==> config.mk <==
export PLATFORM = sky130hd
export DESIGN_NAME = gpio_lock_bank
export DESIGN_NICKNAME = d
export VERILOG_FILES = /design/src/rtl/gpio_lock_bank_pkg.sv /design/src/rtl/gpio_lock_bank_decode.sv /design/src/rtl/gpio_lock_bank_lock.sv /design/src/rtl/gpio_lock_bank_screg.sv /design/src/rtl/gpio_lock_bank.sv
export SDC_FILE = /design/constraint.sdc
export NUM_CORES = 1
export LEC_CHECK = 0
export ABC_AREA = 1
export BUFFER_PORTS_ARGS = -buffer_cell sky130_fd_sc_hd__buf_2
export CORE_UTILIZATION = 30
export CTS_CLUSTER_DIAMETER = 150
export DETAILED_ROUTE_END_ITERATION = 8
export SLEW_MARGIN = 20
export SYNTH_ARGS = -nofsm -noshare
export SYNTH_HDL_FRONTEND = slang
export SYNTH_HIERARCHICAL = 1
export SYNTH_SLANG_ARGS = --single-unit
==> constraint.sdc <==
create_clock -name clk_i -period 3.1 [get_ports clk_i]
set_clock_uncertainty 0.05 [all_clocks]
set_input_delay 0 -clock clk_i [delete_from_list [all_inputs] [get_ports clk_i]]
set_output_delay 0 -clock clk_i [all_outputs]
set_load 0.01 [all_outputs]
==> src/rtl/gpio_lock_bank_pkg.sv <==
package gpio_lock_bank_pkg;

  // Word selects: values 1..25 follow the word index 0..24 of the window.
  typedef enum logic [4:0] {
    SEL_NONE, SEL_LOCKA, SEL_DIN, SEL_POL, SEL_DOUT, SEL_OE, SEL_ODRN,
    SEL_MODE, SEL_PU, SEL_PD, SEL_DBNC, SEL_EVTYP, SEL_EVBOTH,
    SEL_BL0, SEL_BL1, SEL_BL2, SEL_BL3, SEL_EVEN, SEL_EVEN_S, SEL_EVEN_C,
    SEL_EVST, SEL_PLK0, SEL_PLK1, SEL_IMASK, SEL_SLEW, SEL_DRV,
    SEL_DOUT_S, SEL_DOUT_C, SEL_OE_S, SEL_OE_C, SEL_LOCKB
  } sel_e;

  localparam logic [31:0] KEY_A = 32'hC0DE_FA73;
  localparam logic [31:0] KEY_B = 32'hC0DE_1248;

  localparam int NPLAIN = 15;
  localparam int P_POL = 0, P_ODRN = 1, P_MODE = 2, P_PU = 3, P_PD = 4;
  localparam int P_DBNC = 5, P_EVTYP = 6, P_EVBOTH = 7, P_IMASK = 12;
  localparam int P_SLEW = 13, P_DRV = 14;

  localparam int NSC = 3;
  localparam int SC_DOUT = 0, SC_OE = 1, SC_EVEN = 2;

  function automatic sel_e plain_sel(int i);
    case (i)
      0: return SEL_POL;    1: return SEL_ODRN;   2: return SEL_MODE;
      3: return SEL_PU;     4: return SEL_PD;     5: return SEL_DBNC;
      6: return SEL_EVTYP;  7: return SEL_EVBOTH; 8: return SEL_BL0;
      9: return SEL_BL1;    10: return SEL_BL2;   11: return SEL_BL3;
      12: return SEL_IMASK; 13: return SEL_SLEW;  default: return SEL_DRV;
    endcase
  endfunction

  // kind 0 = full word, 1 = set alias, 2 = clear alias
  function automatic sel_e sc_sel(int k, int kind);
    case (k)
      0: return (kind == 0) ? SEL_DOUT : (kind == 1) ? SEL_DOUT_S : SEL_DOUT_C;
      1: return (kind == 0) ? SEL_OE : (kind == 1) ? SEL_OE_S : SEL_OE_C;
      default: return (kind == 0) ? SEL_EVEN : (kind == 1) ? SEL_EVEN_S : SEL_EVEN_C;
    endcase
  endfunction

  function automatic logic is_wonly(sel_e s);
    return (s == SEL_EVEN_S) || (s == SEL_EVEN_C) || (s == SEL_DOUT_S) ||
           (s == SEL_DOUT_C) || (s == SEL_OE_S) || (s == SEL_OE_C) ||
           (s == SEL_LOCKB);
  endfunction

endpackage

==> src/rtl/gpio_lock_bank_decode.sv <==
module gpio_lock_bank_decode
  import gpio_lock_bank_pkg::*;
#(
  parameter int ADDR_W = 12
) (
  input  logic [ADDR_W-1:0] addr_i,
  output sel_e              sel_o
);
  localparam int IDX_W = ADDR_W - 2;

  logic [IDX_W-1:0] idx;
  logic             aligned;
  logic             low_win;

  assign idx     = addr_i[ADDR_W-1:2];
  assign aligned = (addr_i[1:0] == 2'b00);
  assign low_win = ((idx >> 5) == '0);

  always_comb begin
    sel_o = SEL_NONE;
    if (aligned && low_win) begin
      if (idx[4:0] <= 5'd24) begin
        sel_o = sel_e'(5'(idx[4:0] + 5'd1));
      end else begin
        case (idx[4:0])
          5'd26:   sel_o = SEL_DOUT_S;
          5'd27:   sel_o = SEL_DOUT_C;
          5'd28:   sel_o = SEL_OE_S;
          5'd29:   sel_o = SEL_OE_C;
          5'd31:   sel_o = SEL_LOCKB;
          default: sel_o = SEL_NONE;
        endcase
      end
    end
  end
endmodule

==> src/rtl/gpio_lock_bank_lock.sv <==
module gpio_lock_bank_lock
  import gpio_lock_bank_pkg::*;
#(
  parameter int DATA_W = 32
) (
  input  logic              clk_i,
  input  logic              rst_ni,
  input  logic              wr_a_i,
  input  logic              wr_b_i,
  input  logic [DATA_W-1:0] wdata_i,
  output logic              locked_o
);
  logic              locked_q, locked_d;
  logic [DATA_W-1:0] keyb_q, keyb_d;
  logic              en;

  assign en = wr_a_i | wr_b_i;

  always_comb begin
    locked_d = locked_q;
    keyb_d   = keyb_q;
    if (!locked_q) begin
      locked_d = 1'b1;
      keyb_d   = '0;
    end else if (wr_b_i) begin
      keyb_d = wdata_i;
    end else if (keyb_q == DATA_W'(KEY_B) && wdata_i == DATA_W'(KEY_A)) begin
      locked_d = 1'b0;
      keyb_d   = '0;
    end
  end

  always_ff @(posedge clk_i or negedge rst_ni) begin
    if (!rst_ni) begin
      locked_q <= 1'b0;
      keyb_q   <= '0;
    end else if (en) begin
      locked_q <= locked_d;
      keyb_q   <= keyb_d;
    end
  end

  assign locked_o = locked_q;

  AST_LOCK_ENTRY: assert property (@(posedge clk_i) disable iff (!rst_ni)
    (!locked_q && (wr_a_i || wr_b_i)) |=> locked_q);
  AST_ONLY_A_OPENS: assert property (@(posedge clk_i) disable iff (!rst_ni)
    (locked_q && !wr_a_i) |=> locked_q);
  AST_OPEN_NEEDS_KEYS: assert property (@(posedge clk_i) disable iff (!rst_ni)
    $fell(locked_q) |-> ($past(keyb_q) == DATA_W'(KEY_B) &&
                         $past(wdata_i) == DATA_W'(KEY_A)));
endmodule

==> src/rtl/gpio_lock_bank_screg.sv <==
module gpio_lock_bank_screg #(
  parameter int          DATA_W = 32,
  parameter logic [DATA_W-1:0] RST_VAL = '0
) (
  input  logic              clk_i,
  input  logic              rst_ni,
  input  logic              wr_full_i,
  input  logic              wr_set_i,
  input  logic              wr_clr_i,
  input  logic [DATA_W-1:0] wdata_i,
  output logic [DATA_W-1:0] q_o
);
  logic [DATA_W-1:0] q_q, q_d;
  logic              en;

  assign en = wr_full_i | wr_set_i | wr_clr_i;

  always_comb begin
    q_d = q_q;
    if (wr_full_i)     q_d = wdata_i;
    else if (wr_set_i) q_d = q_q | wdata_i;
    else if (wr_clr_i) q_d = q_q & ~wdata_i;
  end

  always_ff @(posedge clk_i or negedge rst_ni) begin
    if (!rst_ni)  q_q <= RST_VAL;
    else if (en)  q_q <= q_d;
  end

  assign q_o = q_q;

  AST_SET_MERGES: assert property (@(posedge clk_i) disable iff (!rst_ni)
    wr_set_i |=> ((q_q & $past(wdata_i)) == $past(wdata_i)));
  AST_CLR_MERGES: assert property (@(posedge clk_i) disable iff (!rst_ni)
    wr_clr_i |=> ((q_q & $past(wdata_i)) == '0));
endmodule

==> src/rtl/gpio_lock_bank.sv <==
module gpio_lock_bank
  import gpio_lock_bank_pkg::*;
#(
  parameter int          ADDR_W     = 12,
  parameter int          DATA_W     = 32,
  parameter logic [31:0] RST_PULLUP = 32'h0,
  parameter logic [31:0] RST_PULLDN = 32'h0,
  parameter logic [31:0] RST_SLEW   = 32'h0,
  parameter logic [31:0] RST_DRIVE  = 32'h0
) (
  input  logic              clk_i,
  input  logic              rst_ni,
  input  logic              bus_wr_i,
  input  logic              bus_rd_i,
  input  logic [ADDR_W-1:0] bus_addr_i,
  input  logic [DATA_W-1:0] bus_wdata_i,
  output logic [DATA_W-1:0] bus_rdata_o,
  output logic              bus_err_o,
  input  logic [DATA_W-1:0] pin_in_i,
  input  logic [DATA_W-1:0] evt_hit_i,
  output logic [DATA_W-1:0] pol_o,
  output logic [DATA_W-1:0] dout_o,
  output logic [DATA_W-1:0] oe_o,
  output logic [DATA_W-1:0] odrain_o,
  output logic [DATA_W-1:0] pullup_o,
  output logic [DATA_W-1:0] pulldn_o,
  output logic [DATA_W-1:0] evt_type_o,
  output logic [DATA_W-1:0] evt_both_o,
  output logic [DATA_W-1:0] evt_en_o,
  output logic [DATA_W-1:0] in_mask_o,
  output logic [DATA_W-1:0] slew_o,
  output logic [DATA_W-1:0] drive_o,
  output logic [DATA_W-1:0] evt_status_o
);
  sel_e              sel;
  logic              locked;
  logic              wr_ok;
  logic              illegal;
  logic [DATA_W-1:0] rd_mux;
  logic [DATA_W-1:0] plain_q [NPLAIN];
  logic [DATA_W-1:0] sc_q    [NSC];
  logic [DATA_W-1:0] evst_q, evst_d;
  logic              evst_clr;
  logic [DATA_W-1:0] rdata_q;
  logic              err_q;

  gpio_lock_bank_decode #(.ADDR_W(ADDR_W)) u_decode (
    .addr_i (bus_addr_i),
    .sel_o  (sel)
  );

  gpio_lock_bank_lock #(.DATA_W(DATA_W)) u_lock (
    .clk_i    (clk_i),
    .rst_ni   (rst_ni),
    .wr_a_i   (bus_wr_i && sel == SEL_LOCKA),
    .wr_b_i   (bus_wr_i && sel == SEL_LOCKB),
    .wdata_i  (bus_wdata_i),
    .locked_o (locked)
  );

  assign wr_ok = bus_wr_i & ~locked;

  // Plain storage registers
  for (genvar i = 0; i < NPLAIN; i++) begin : g_plain
    localparam logic [DATA_W-1:0] RV =
      (i == P_PU)   ? DATA_W'(RST_PULLUP) :
      (i == P_PD)   ? DATA_W'(RST_PULLDN) :
      (i == P_SLEW) ? DATA_W'(RST_SLEW)   :
      (i == P_DRV)  ? DATA_W'(RST_DRIVE)  : '0;
    logic we;
    assign we = wr_ok && (sel == plain_sel(i));
    always_ff @(posedge clk_i or negedge rst_ni) begin
      if (!rst_ni)  plain_q[i] <= RV;
      else if (we)  plain_q[i] <= bus_wdata_i;
    end
  end

  // Registers with set / clear aliases
  for (genvar k = 0; k < NSC; k++) begin : g_sc
    gpio_lock_bank_screg #(.DATA_W(DATA_W), .RST_VAL('0)) u_reg (
      .clk_i     (clk_i),
      .rst_ni    (rst_ni),
      .wr_full_i (wr_ok && sel == sc_sel(k, 0)),
      .wr_set_i  (wr_ok && sel == sc_sel(k, 1)),
      .wr_clr_i  (wr_ok && sel == sc_sel(k, 2)),
      .wdata_i   (bus_wdata_i),
      .q_o       (sc_q[k])
    );
  end

  // Sticky event status, write-one-to-clear, hit wins
  assign evst_clr = wr_ok && (sel == SEL_EVST);

  always_comb begin
    evst_d = evst_q;
    if (evst_clr) evst_d = evst_d & ~bus_wdata_i;
    evst_d = evst_d | evt_hit_i;
  end

  always_ff @(posedge clk_i or negedge rst_ni) begin
    if (!rst_ni) evst_q <= '0;
    else         evst_q <= evst_d;
  end

  // Legality
  always_comb begin
    illegal = 1'b0;
    if (bus_rd_i && (sel == SEL_NONE || is_wonly(sel))) illegal = 1'b1;
    if (bus_wr_i && (sel == SEL_NONE || sel == SEL_DIN)) illegal = 1'b1;
    if (bus_wr_i && locked && sel != SEL_LOCKA && sel != SEL_LOCKB) illegal = 1'b1;
  end

  // Read mux
  always_comb begin
    rd_mux = '0;
    case (sel)
      SEL_LOCKA: rd_mux = DATA_W'(locked);
      SEL_DIN:   rd_mux = pin_in_i;
      SEL_DOUT:  rd_mux = sc_q[SC_DOUT];
      SEL_OE:    rd_mux = sc_q[SC_OE];
      SEL_EVEN:  rd_mux = sc_q[SC_EVEN];
      SEL_EVST:  rd_mux = evst_q;
      default: begin
        for (int i = 0; i < NPLAIN; i++) begin
          if (sel == plain_sel(i)) rd_mux = plain_q[i];
        end
      end
    endcase
  end

  always_ff @(posedge clk_i or negedge rst_ni) begin
    if (!rst_ni)       rdata_q <= '0;
    else if (bus_rd_i) rdata_q <= rd_mux;
  end

  always_ff @(posedge clk_i or negedge rst_ni) begin
    if (!rst_ni) err_q <= 1'b0;
    else         err_q <= illegal;
  end

  assign bus_rdata_o  = rdata_q;
  assign bus_err_o    = err_q;
  assign pol_o        = plain_q[P_POL];
  assign odrain_o     = plain_q[P_ODRN];
  assign pullup_o     = plain_q[P_PU];
  assign pulldn_o     = plain_q[P_PD];
  assign evt_type_o   = plain_q[P_EVTYP];
  assign evt_both_o   = plain_q[P_EVBOTH];
  assign in_mask_o    = plain_q[P_IMASK];
  assign slew_o       = plain_q[P_SLEW];
  assign drive_o      = plain_q[P_DRV];
  assign dout_o       = sc_q[SC_DOUT];
  assign oe_o         = sc_q[SC_OE];
  assign evt_en_o     = sc_q[SC_EVEN];
  assign evt_status_o = evst_q;

  AST_LOCKED_FROZEN: assert property (@(posedge clk_i) disable iff (!rst_ni)
    locked |=> ($stable(dout_o) && $stable(oe_o) && $stable(evt_en_o) &&
                $stable(pol_o) && $stable(pullup_o)));
  AST_HIT_STICKS: assert property (@(posedge clk_i) disable iff (!rst_ni)
    (evt_hit_i != '0) |=> ((evt_status_o & $past(evt_hit_i)) == $past(evt_hit_i)));
  AST_NO_CLEAR_WITHOUT_WRITE: assert property (@(posedge clk_i) disable iff (!rst_ni)
    !(bus_wr_i && !locked) |=> ((evt_status_o & $past(evt_status_o)) == $past(evt_status_o)));
endmodule

==> impl_metrics.py <==
metrics = {
    "timing": {
        "setup_viol": 0,
        "worst_slack_ns": 0.2088,
        "slew_headroom_pct": 15.40,
        "drv_slew": 0,
        "fmax_mhz": 345.9,
        "worstMarginPinSlew_ns": 1.268,
        "fin_crit_ns": 2.891,
        "period_share_pct": 93.27,
        "final_hold_viol_count": 0,
    },
    "logic_synthesis": {
        "async_flop_share_pct": 100.0,
        "yosysTopAreaCell": "dfrtp_1",
        "ys_seq_area_share_pct": 49.93,
        "syn_area_mm2": 0.03378,
        "synth_seq_cells": 674,
        "ys_warn_count": 6,
        "synth_edf_count": 0,
        "yosys-top-cells-count": "nand2_1, dfrtp_1, o21ai_0, buf_4, nor2_1",
        "synth_top_area_share_pct": 49.93,
        "syn-instance-count": 4285,
        "syn_nets": 4402,
        "yosysMostFrequentCell": "nand2_1",
        "synth_ff_type": "dfrtp_1",
        "synth.avg_cell_area_um2": 7.884,
        "synthTopCellsByArea": "dfrtp_1, nand2_1, o21ai_0, buf_4, nor2_1",
        "synth.distinct_cells": 37,
    },
    "die": {
        "num_rows": 122,
        "io-pin-count": 561,
        "core_mm2": 0.1111,
        "die_x_um": 337.6,
        "die-height_um": 337.6,
        "dieArea_mm2": 0.1140,
        "initial_core_util_pct": 30.40,
    },
    "hold_path": {
        "min-delay-path-class": "input port to flop",
    },
    "routing": {
        "dr_total_vias": 30530,
        "drt_iter0_drc": 2761,
        "postRouteAntennaNets": 0,
        "first_pass_iters": 5,
        "wl_per_cell_um": 22.16,
        "wirelength_mm": 138.7,
        "viasPerCell": 4.877,
        "drc": 0,
    },
    "cts": {
        "clkSinkCount": 674,
        "cts.reportedPaths.clkPinSlew_ns": 0.06,
        "htree_levels": 3,
        "max-clock-path-buffers": 3,
        "cts_buffers": 75,
        "cts_root_buffer": "clkbuf_16",
        "cts_tree": "done",
        "clock_latency_ns": 0.66,
    },
    "cells_and_area": {
        "final_core_util_pct": 37.47,
        "final.fill_count": 11630,
        "nets": 4824,
        "seq_area_mm2": 0.01687,
        "layoutNonFillerInstCount": 6260,
        "drive_gt1_share_pct": 21.93,
        "multi_input_area_mm2": 0.01301,
        "area_growth_pct": 23.24,
    },
    "global_route": {
        "use_met1_pct": 32.96,
        "use_met2_pct": 36.25,
        "antenna_found_initial": 5,
        "grt-ovfl-total": 0,
        "first_global_vias": 28870,
        "grt_max_degree": 91,
        "use_met3_pct": 5.644,
        "grt_pass1_wl_mm": 200.2,
        "top_usage_layer": "met2",
        "grt_usage_pct": 23.77,
    },
    "critical_path": {
        "cp.required_ns": 3.57,
        "critPathSlowestCell": "dlygate4sd3_1",
        "worstSetupPathType": "input port to flop",
        "cp-end-kind": "flop",
        "critPathArrivalTime_ns": 3.36,
        "critPathMaxStageDelay_ns": 0.56,
        "worstPathMaxFanout": 5,
        "path_cells": "buf_2 -> buf_4 -> ha_1 -> or2_2 -> nand2_2 -> nand3_1 -> nand2_2 -> nor2_1 -> buf_6 -> nor2_4 -> buf_4 -> inv_2 -> nor2_4 -> clkinv_4 -> or2_0 -> nand2_2 -> nand4_1 -> nor2_1 -> buf_4 -> nand4_1 -> nor2_2 -> nor2_1 -> dlygate4sd3_1",
        "start_kind": "input port",
    },
    "run_status": {
        "status": "completed",
    },
    "power": {
        "p_per_area_mw_per_mm2": 476.8,
        "peakVddDrop_v": 0.0003507,
        "p_leak_nw": 20.69,
    },
    "place": {
        "dp_slack_ns": -0.4387,
        "dp_hpwl_mm": 101.6,
        "dp_cells": 5988,
        "gp_congestion": 0.9034,
        "port_buffers": 560,
    },
    "job": {
        "drv_cap": 0,
    },
}
per-layer routing:
layer | vias up | part of all wire, %
met4 | 4 | 3.5
met1 | 14650 | 44
met3 | 243 | 8.9
li1 | 14260 | -
met2 | 1369 | 43
met5 | - | 0.017
metrics by stage:
stage | hold slack (ns) | TNS, ns | power [W] | area [um2]
CTS | 0.001137 | 0 | 0.02002 | 41260
finish | 0.03851 | 0 | 0.01985 | 41630
global placement | 0.03222 | -14.11 | 0.01011 | 37480
detailed placement | 0.03704 | -16.38 | 0.01012 | 37480
global route | 0.03654 | -0.03754 | 0.02044 | 41620
floorplan | -0.3456 | 0 | 0.009466 | 33780
placed cells by master, fill, tap and decap left out, drive strengths merged, types with 20 or more instances in the layout:
| cell type | count |
|---|---|
| clkbuf | 108 |
| nor2 | 279 |
| o21ai | 503 |
| or2 | 162 |
| dfrtp | 674 |
| o21bai | 24 |
| a21oi | 38 |
| dlygate4sd3 | 105 |
| nand2 | 1506 |
| a211oi | 20 |
| nand3 | 119 |
| inv | 234 |
| buf | 765 |
| nand4 | 153 |
where the power goes:
| group | switching [W] | leakage [nW] | internal [W] |
|---|---|---|---|
| Clock | 0.00397 | 1.31 | 0.00582 |
| Sequential | 0.0000872 | 9.18 | 0.00889 |
| Combinational | 0.000729 | 10.2 | 0.000359 |
| Total | 0.00478 | 20.7 | 0.0151 |
cell families after synthesis:
family                   Yosys count  synth area share (%)
AO/OA/AOI/OAI                    606                 9.533
adder cells (fa/ha/maj)            5                0.1852
buffers and inverters            766                 12.32
flip-flops                       674                 49.93
AND/OR/NAND/NOR                 2234                 28.04
repair_timing:
item | CTS | global route
hold buffers | 106 | 0
endpoints found under the setup margin | 0 | 4
setup buffers | 0 | 21
endpoints found under the hold margin | 858 | 0
resized for setup | 0 | 46
path summary, 6_finish.rpt:
kind                                               start                       endpoint  slack [ns]  cells past startpoint
setup / recovery                           bus_addr_i[3]    bus_rdata_o[17]$_DFFE_PN0P_        0.21                     23
hold / removal                             evt_hit_i[20]     evt_status_o[20]$_DFF_PN0_        0.04                      4
setup reg to reg                odrain_o[17]$_DFFE_PN0P_    bus_rdata_o[17]$_DFFE_PN0P_        0.70                     12
hold reg to reg            u_lock/keyb_q[11]$_DFFE_PN0P_  u_lock/keyb_q[11]$_DFFE_PN0P_        0.42                      2
max in group asynchronous                         rst_ni          pol_o[10]$_DFFE_PN0P_        2.37                      3
min in group asynchronous                         rst_ni                      async pin        0.12                      3
critical path: cells and delay by family:
family / cells / cell delay [ns]
simple gates: 14 / 1.79
fa+ha+maj: 1 / 0.16
buf+inv: 8 / 1.41
cell type report:
cell class | instances | area share (%)
Sequential cell | 674 | 40.51
Multi-Input combinational cell | 2846 | 31.24
Timing Repair Buffer | 873 | 15.10
Clock buffer | 105 | 5.262
Tap cell | 1488 | 4.472
Inverter | 237 | 2.161
Clock inverter | 31 | 1.217
Antenna cell | 6 | 0.03606
Note: power is estimated with default switching activity, not from simulation.
